--- src/rtl/qburst_wr_port.sv ---
module qburst_wr_port #(
  parameter int AW     = 4,
  parameter int WORD_W = 18
) (
  input  logic                  clk,
  input  logic                  rst_n,
  input  logic                  wr_n,
  input  logic [AW-1:0]         addr,
  input  logic [WORD_W-1:0]     din,
  input  logic [1:0]            bw_n,
  input  logic [AW-1:0]         rd_addr,
  output logic [4*WORD_W-1:0]   rd_data
);
  localparam int BEATS   = 4;
  localparam int LANE_W  = WORD_W / 2;
  localparam int LANES   = 2 * BEATS;
  localparam int BURST_W = BEATS * WORD_W;
  localparam int DEPTH   = 1 << AW;

  logic                       phase, req_pend, cap_act, commit_v;
  logic [1:0]                 cnt;
  logic [AW-1:0]              req_addr, cap_addr, commit_addr;
  logic [(BEATS-1)*WORD_W-1:0] wdata;
  logic [2*(BEATS-1)-1:0]     wmask;
  logic [BURST_W-1:0]         commit_data;
  logic [LANES-1:0]           commit_mask;
  logic [BURST_W-1:0]         mem [DEPTH];

  wire accept = !phase && !wr_n && !req_pend;
  wire first  = !phase && req_pend;
  wire last   = cap_act && (cnt == 2'd3);

  always_ff @(posedge clk) begin
    if (!rst_n) begin
      phase    <= 1'b0;
      req_pend <= 1'b0;
      req_addr <= '0;
      cap_act  <= 1'b0;
      cnt      <= '0;
      cap_addr <= '0;
      commit_v <= 1'b0;
    end else begin
      phase    <= ~phase;
      commit_v <= last;
      if (accept) begin
        req_pend <= 1'b1;
        req_addr <= addr;
      end else if (first) begin
        req_pend <= 1'b0;
      end
      if (first) begin
        cap_act  <= 1'b1;
        cnt      <= 2'd1;
        cap_addr <= req_addr;
      end else if (cap_act) begin
        cnt <= cnt + 2'd1;
        if (last) cap_act <= 1'b0;
      end
    end
  end

  always_ff @(posedge clk) begin
    if (first) begin
      wdata[WORD_W-1:0] <= din;
      wmask[1:0]        <= ~bw_n;
    end else if (cap_act && !last) begin
      wdata[int'(cnt)*WORD_W +: WORD_W] <= din;
      wmask[int'(cnt)*2 +: 2]           <= ~bw_n;
    end
    if (last) begin
      commit_data <= {din, wdata};
      commit_mask <= {~bw_n, wmask};
      commit_addr <= cap_addr;
    end
  end

  always_ff @(posedge clk) begin
    if (commit_v) begin
      for (int l = 0; l < LANES; l++) begin
        if (commit_mask[l])
          mem[commit_addr][l*LANE_W +: LANE_W] <= commit_data[l*LANE_W +: LANE_W];
      end
    end
  end

  assign rd_data = mem[rd_addr];
endmodule


--- config.mk ---
export PLATFORM = sky130hd
export DESIGN_NAME = qburst_wr_port
export DESIGN_NICKNAME = d
export VERILOG_FILES = /design/src/rtl/qburst_wr_port.sv
export SDC_FILE = /design/constraint.sdc
export NUM_CORES = 1
export LEC_CHECK = 0
export ABC_AREA = 1
export CAP_MARGIN = 20
export CORE_ASPECT_RATIO = 2
export CORE_UTILIZATION = 30
export CTS_CLUSTER_DIAMETER = 60
export CTS_CLUSTER_SIZE = 20
export DETAILED_ROUTE_END_ITERATION = 12
export GPL_ROUTABILITY_DRIVEN = 0
export SLEW_MARGIN = 40
export SYNTH_ARGS = -nofsm -noshare
export SYNTH_HDL_FRONTEND = slang
export SYNTH_SLANG_ARGS = --single-unit
--- constraint.sdc ---
create_clock -name clk -period 4.55 [get_ports clk]
set_input_delay 0.6825 -clock clk [delete_from_list [all_inputs] [get_ports clk]]
set_output_delay 0.6825 -clock clk [all_outputs]
set_load 0.005 [all_outputs]
; Word-level counts from Yosys, hierarchy flattened
; Memories as Yosys holds them, arrays and structs flattened.
; Index checks and enable logic that the tools add are counted.
[classes]
add_sub_neg = 3
multipliers = 1
n_eq_ne = 1
shift = 4
muxes = 37
bitwise_logic = 4
n_reduce_logical = 14
[op_table]
columns = cell, count
row1 = bitwise mux 54 bit, 1
row2 = "variable shift 18 x 33 -> 54 bit, first input constant", 1
row3 = indexed part select 18 x 33 -> 54 bit, 1
row4 = two-way mux 18 bit, 2
row5 = negator 3 -> 33 bit, 1
row6 = negator 7 -> 33 bit, 1
row7 = "variable shift 2 x 33 -> 6 bit, first input constant", 1
row8 = indexed part select 2 x 33 -> 6 bit, 1
row9 = two-way mux 1 bit, 31
row10 = bitwise mux 6 bit, 1
row11 = "multiplier 2 x 4 -> 6 bit, second input constant", 1
row12 = nonzero test 2 bit, 3
row13 = logical AND 1 bit, 5
row14 = logical NOT 1 bit, 4
row15 = two-way mux 2 bit, 2
row16 = NOT 1 bit, 3
row17 = "adder 2 x 1 -> 2 bit, second input constant", 1
row18 = "equality test 2 bit, second input constant", 1
row19 = NOT 2 bit, 1
row20 = AND reduction 2 bit, 1
row21 = OR reduction 2 bit, 1
[word_totals]
register_bits = 158
ram_bits = 1152
in_bits = 31
out_inout_bits = 72
wordCells = 80
n_memories = 1
[memory_table]
columns = name, depth, width, rd, rd_clocked_by_memory_dff, wr, line
row1 = mem, 16, 72, 1, 0, 1, 27  ; logic [BURST_W-1:0] mem [DEPTH];

; Longest topological paths before layout
[depth]
depth_word = 6
depth_mapped = 14
mapped_depth_nobuf = 11

; Least setup slack after synthesis
; OpenSTA, ideal clock, no wires.
[synth_path]
kind = register -> register
start = register cnt[0]
end = register wdata[0] (enable)
setup_ps = 425
t_arrival_ps = 2887
required_time_ps = 4125
path_slack_ps = 1238
path_stages_with_launch = 9
synth_period_minus_slack_ps = 3312
cell_sequence = dfxtp_1 -> inv_1 -> buf_2 -> buf_2 -> ha_1 -> inv_2 -> buf_2 -> buf_2 -> o21ai_0
[synth_between]
elab_chain_cells = 5
[synth_lines]
columns = element, line
row1 = "start, declared", 21  ; logic [1:0] cnt;
row2 = "start signal, assigned", 56  ; cnt <= cnt + 2'd1;
row3 = equality test 2 bit, 31  ; wire last = cap_act && (cnt == 2'd3);
row4 = logical AND 1 bit, 31
row5 = logical NOT 1 bit, 66  ; end else if (cap_act && !last) begin
row6 = logical AND 1 bit, 66
row7 = nonzero test 2 bit (no source line), --
row8 = "end signal, assigned by index", 64  ; wdata[WORD_W-1:0] <= din;
row9 = "end signal, assigned by index", 67  ; wdata[int'(cnt)*WORD_W +: WORD_W] <= din;
row10 = "end, declared", 23  ; logic [(BEATS-1)*WORD_W-1:0] wdata;
; No other way between the ends.
; A chain may end at the register's enable or synchronous reset.

; Final worst setup path
[layout_path]
start = input port rd_addr[1]
end = output port rd_data[46]
[layout_between]
elab_chain_cells = 1
[layout_lines]
columns = element, line
row1 = "start, declared", 11  ; input logic [AW-1:0] rd_addr,
row2 = memory (16 x 72 bit), --
row3 = "end, declared", 12  ; output logic [4*WORD_W-1:0] rd_data
; No other way between the ends.

==> run_results.csv <==
group,metric,value,unit
global_route,track_usage,15.27,%
synthesis,syn_avg_cell_area,12.22,µm²
finish,seq_area,39200,µm²
routing,m1WireLength,51250,µm
outcome,outcome,"finished, final reports clean",
synthesis,synth_area_leaders,"edfxtp_1 72%, nand3_1 4.7%, inv_1 4.3%",
global_route,antenna_found_initial,3,
finish,post-route-util,33.67,%
clock_network,holdBufCountCts,0,
routing,vias,33416,
clock_network,ctsResizeCount,0,
power,p_per_area,358.4,nW/µm²
clock_network,clkSinkCount,1310,
floorplan,start_util,30.20,%
worst_setup_path,path_common_cell,"nand3_1",
run,drv_cap,0,
worst_setup_path,cp_slowest_cell,"buf_8",
global_route,grt_pass1_vias,32859,
sta,max_freq,269.4,MHz
synthesis,synth_top_area_share,71.80,%
sta,worst_clock_skew,0.02528,ns
synthesis,ys_warn_count,0,
synthesis,synth_area_leader_cell,"edfxtp_1",
clock_network,clk_path_buf_depth,3,
finish,fin_area,60430,µm²
synthesis,syn_area,54200,µm²
floorplan,die_y,603.1,µm
min_path,hold_class,"register to register",
routing,drtPass1Iterations,9,
global_route,grt_pass1_wl,207900,µm
power,p_leak,21.20,nW
finish,multi_input_area,11540,µm²
clock_network,cts_tree,"yes",
worst_setup_path,required,3.87,ns
finish,layout-drive-gt1-share,8.443,%
synthesis,ys.flop_type,"edfxtp_1",
sta,rsz0062_at_grt,"false",
place,io_buffers,102,
worst_setup_path,cp.arrival,3.03,ns
routing,route.met3.wl,5911,µm
synthesis,synth_edf_count,1296,
routing,dr.first_iter.drc_count,2794,
synthesis,synth_seq_cells,1310,
power,p_total,0.02166,W
routing,ant_nets,0,
power,vdd_drop_max,0.3347,mV
clock_network,cts_buffers,76,
routing,routedWlPerCell,20.65,µm
worst_setup_path,path_cells,"buf_8 -> buf_12 -> o211ai_2 -> nand3_1 -> nand3_1 -> nand2_1 -> clkdlybuf4s50_1",
clock_network,root_buffer,"clkbuf_16",
sta,slew_violations,0,
routing,vias_per_cell,4.899,
sta,setup_viol,0,
worst_setup_path,path_class,"input port to primary output",
clock_network,post_cts.repair.setup_buffers,0,
global_route,grt-ovfl-total,0,
floorplan,core,179500,µm²
worst_setup_path,cp_max_fo,90,
finish,final_nets,4505,
synthesis,yosys.cell_types.count,28,
synthesis,async_reset_ff_share,0,%
floorplan,chipWidth,302.6,µm
place,placed_cell_area,58280,µm²
clock_network,path_clk_slew,0.08,ns
finish,fillCellCount,17598,
routing,drc_errors,0,
floorplan,pin_count,103,
floorplan,fp-row-count,220,
sta,relSlewSlack,43.16,%
routing,routed_wl,140800,µm
synthesis,ys_seq_area_share,72.32,%
worst_setup_path,max_stage_delay,0.56,ns
finish,area_delta_synth_final,11.50,%
clock_network,clk_latency,0.69,ns
sta,max_slew.worst_pin.slew,0.8526,ns
worst_setup_path,reg2reg_slack,1.10,ns
worst_setup_path,start_kind,"input port",
sta,hold_violations,0,
floorplan,die_area,182500,µm²
routing,highest_layer,"met5",
synthesis,syn_inst,4434,
place,hpwlAfterDp,92420,µm
sta,finalSetupTns,0,ns
global_route,grt_max_degree,122,
synthesis,syn_nets,4470,
worst_setup_path,critPathCaptureType,"primary output",
clock_network,htree_levels,3,
routing,route.met2.wl,77410,µm
sta,post-route-period-util,81.57,%
sta,finalCriticalPeriod,3.712,ns
==> cells in the final DEF (no fill, tap or decap), types with 14 or more instances in the layout <==
cell	count
inv_1	614
nor2_2	66
o21ai_0	323
o211ai_2	70
dfxtp_1	14
buf_4	109
nor2_1	134
nand2_1	549
a21oi_1	303
clkbuf_16	76
clkdlybuf4s50_1	98
o211ai_1	220
nand3_1	514
edfxtp_1	1296
buf_12	23
==> critical path, delay by kind of cell <==
kind                   cells  cell delay (ns)
AO/OA/AOI/OAI              1             0.13
buffers and inverters      3             1.50
AND/OR/NAND/NOR            3             0.57
==> power by group <==
| part | leakage, nW | switching, W | internal [W] |
|---|---|---|---|
| clock network | 1.02 | 0.00384 | 0.00309 |
| registers | 11.8 | 0.0000160 | 0.0131 |
| logic | 8.40 | 0.00107 | 0.000541 |
==> logic make-up (layout without fill, tap and decap cells) <==
group,count (synthesis),in the layout,synth area share [%]
simple gates,1293,1293,10.21
compound gates,927,927,10.58
other cells,0,1,0
buf+inv,899,954,6.778
flops,1310,1310,72.32
fa+ha+maj,5,5,0.1154
==> metal layers <==
layer,vias to the layer above,GRT usage [%]
met5,-,0
met4,4,6.948
met3,325,1.532
met2,952,29.06
met1,16515,16.71
li1,15620,-
==> synthesized netlist by cell type, drive strengths merged, types with 8 or more instances <==
cell type / number
dfxtp: 14
nand3: 514
nand4: 8
buf: 202
edfxtp: 1296
nand2: 560
o21ai: 326
o211ai: 290
nor3: 9
a21oi: 303
nor2: 202
clkbuf: 75
inv: 621
==> sequential cells by signal (all words and copies together) (netlist names) <==
name         flops
cap_act          1
cap_addr         4
cnt              2
commit_addr      4
commit_data     72
commit_mask      8
commit_v         1
mem           1152
phase            1
req_addr         4
req_pend         1
wdata           54
wmask            6
==> layout make-up <==
type                       instances  area share (%)
clock buffer                      89           3.228
sequential                      1310           64.86
inverter                         622           3.876
antenna                            1        0.004141
timing repair buffer             234           3.853
clock inverter                     9          0.2485
multi-input combinational       2225           19.10
tap                             2331           4.826
==> per-stage QoR <==
step                worst slack, ns  hold WS [ns]  std cells
finish                       0.8384        0.4232       6821
detailed placement           0.8756        0.4045       6721
global route                 0.7162        0.4265       6821
floorplan                     1.238        0.4003       4434
global placement             0.8748        0.4028       6721
CTS                          0.8676        0.4208       6819
==> worst paths after layout <==
kind | start | depth (start not counted) | endpoint
max | rd_addr[1] | 7 | rd_data[46]
min | wdata[37] | 0 | commit_data[37]
max reg2reg | cnt[0] | 8 | wdata[22]
min reg2reg | wdata[37] | 0 | commit_data[37]
Note: power is estimated with default switching activity, not from simulation.
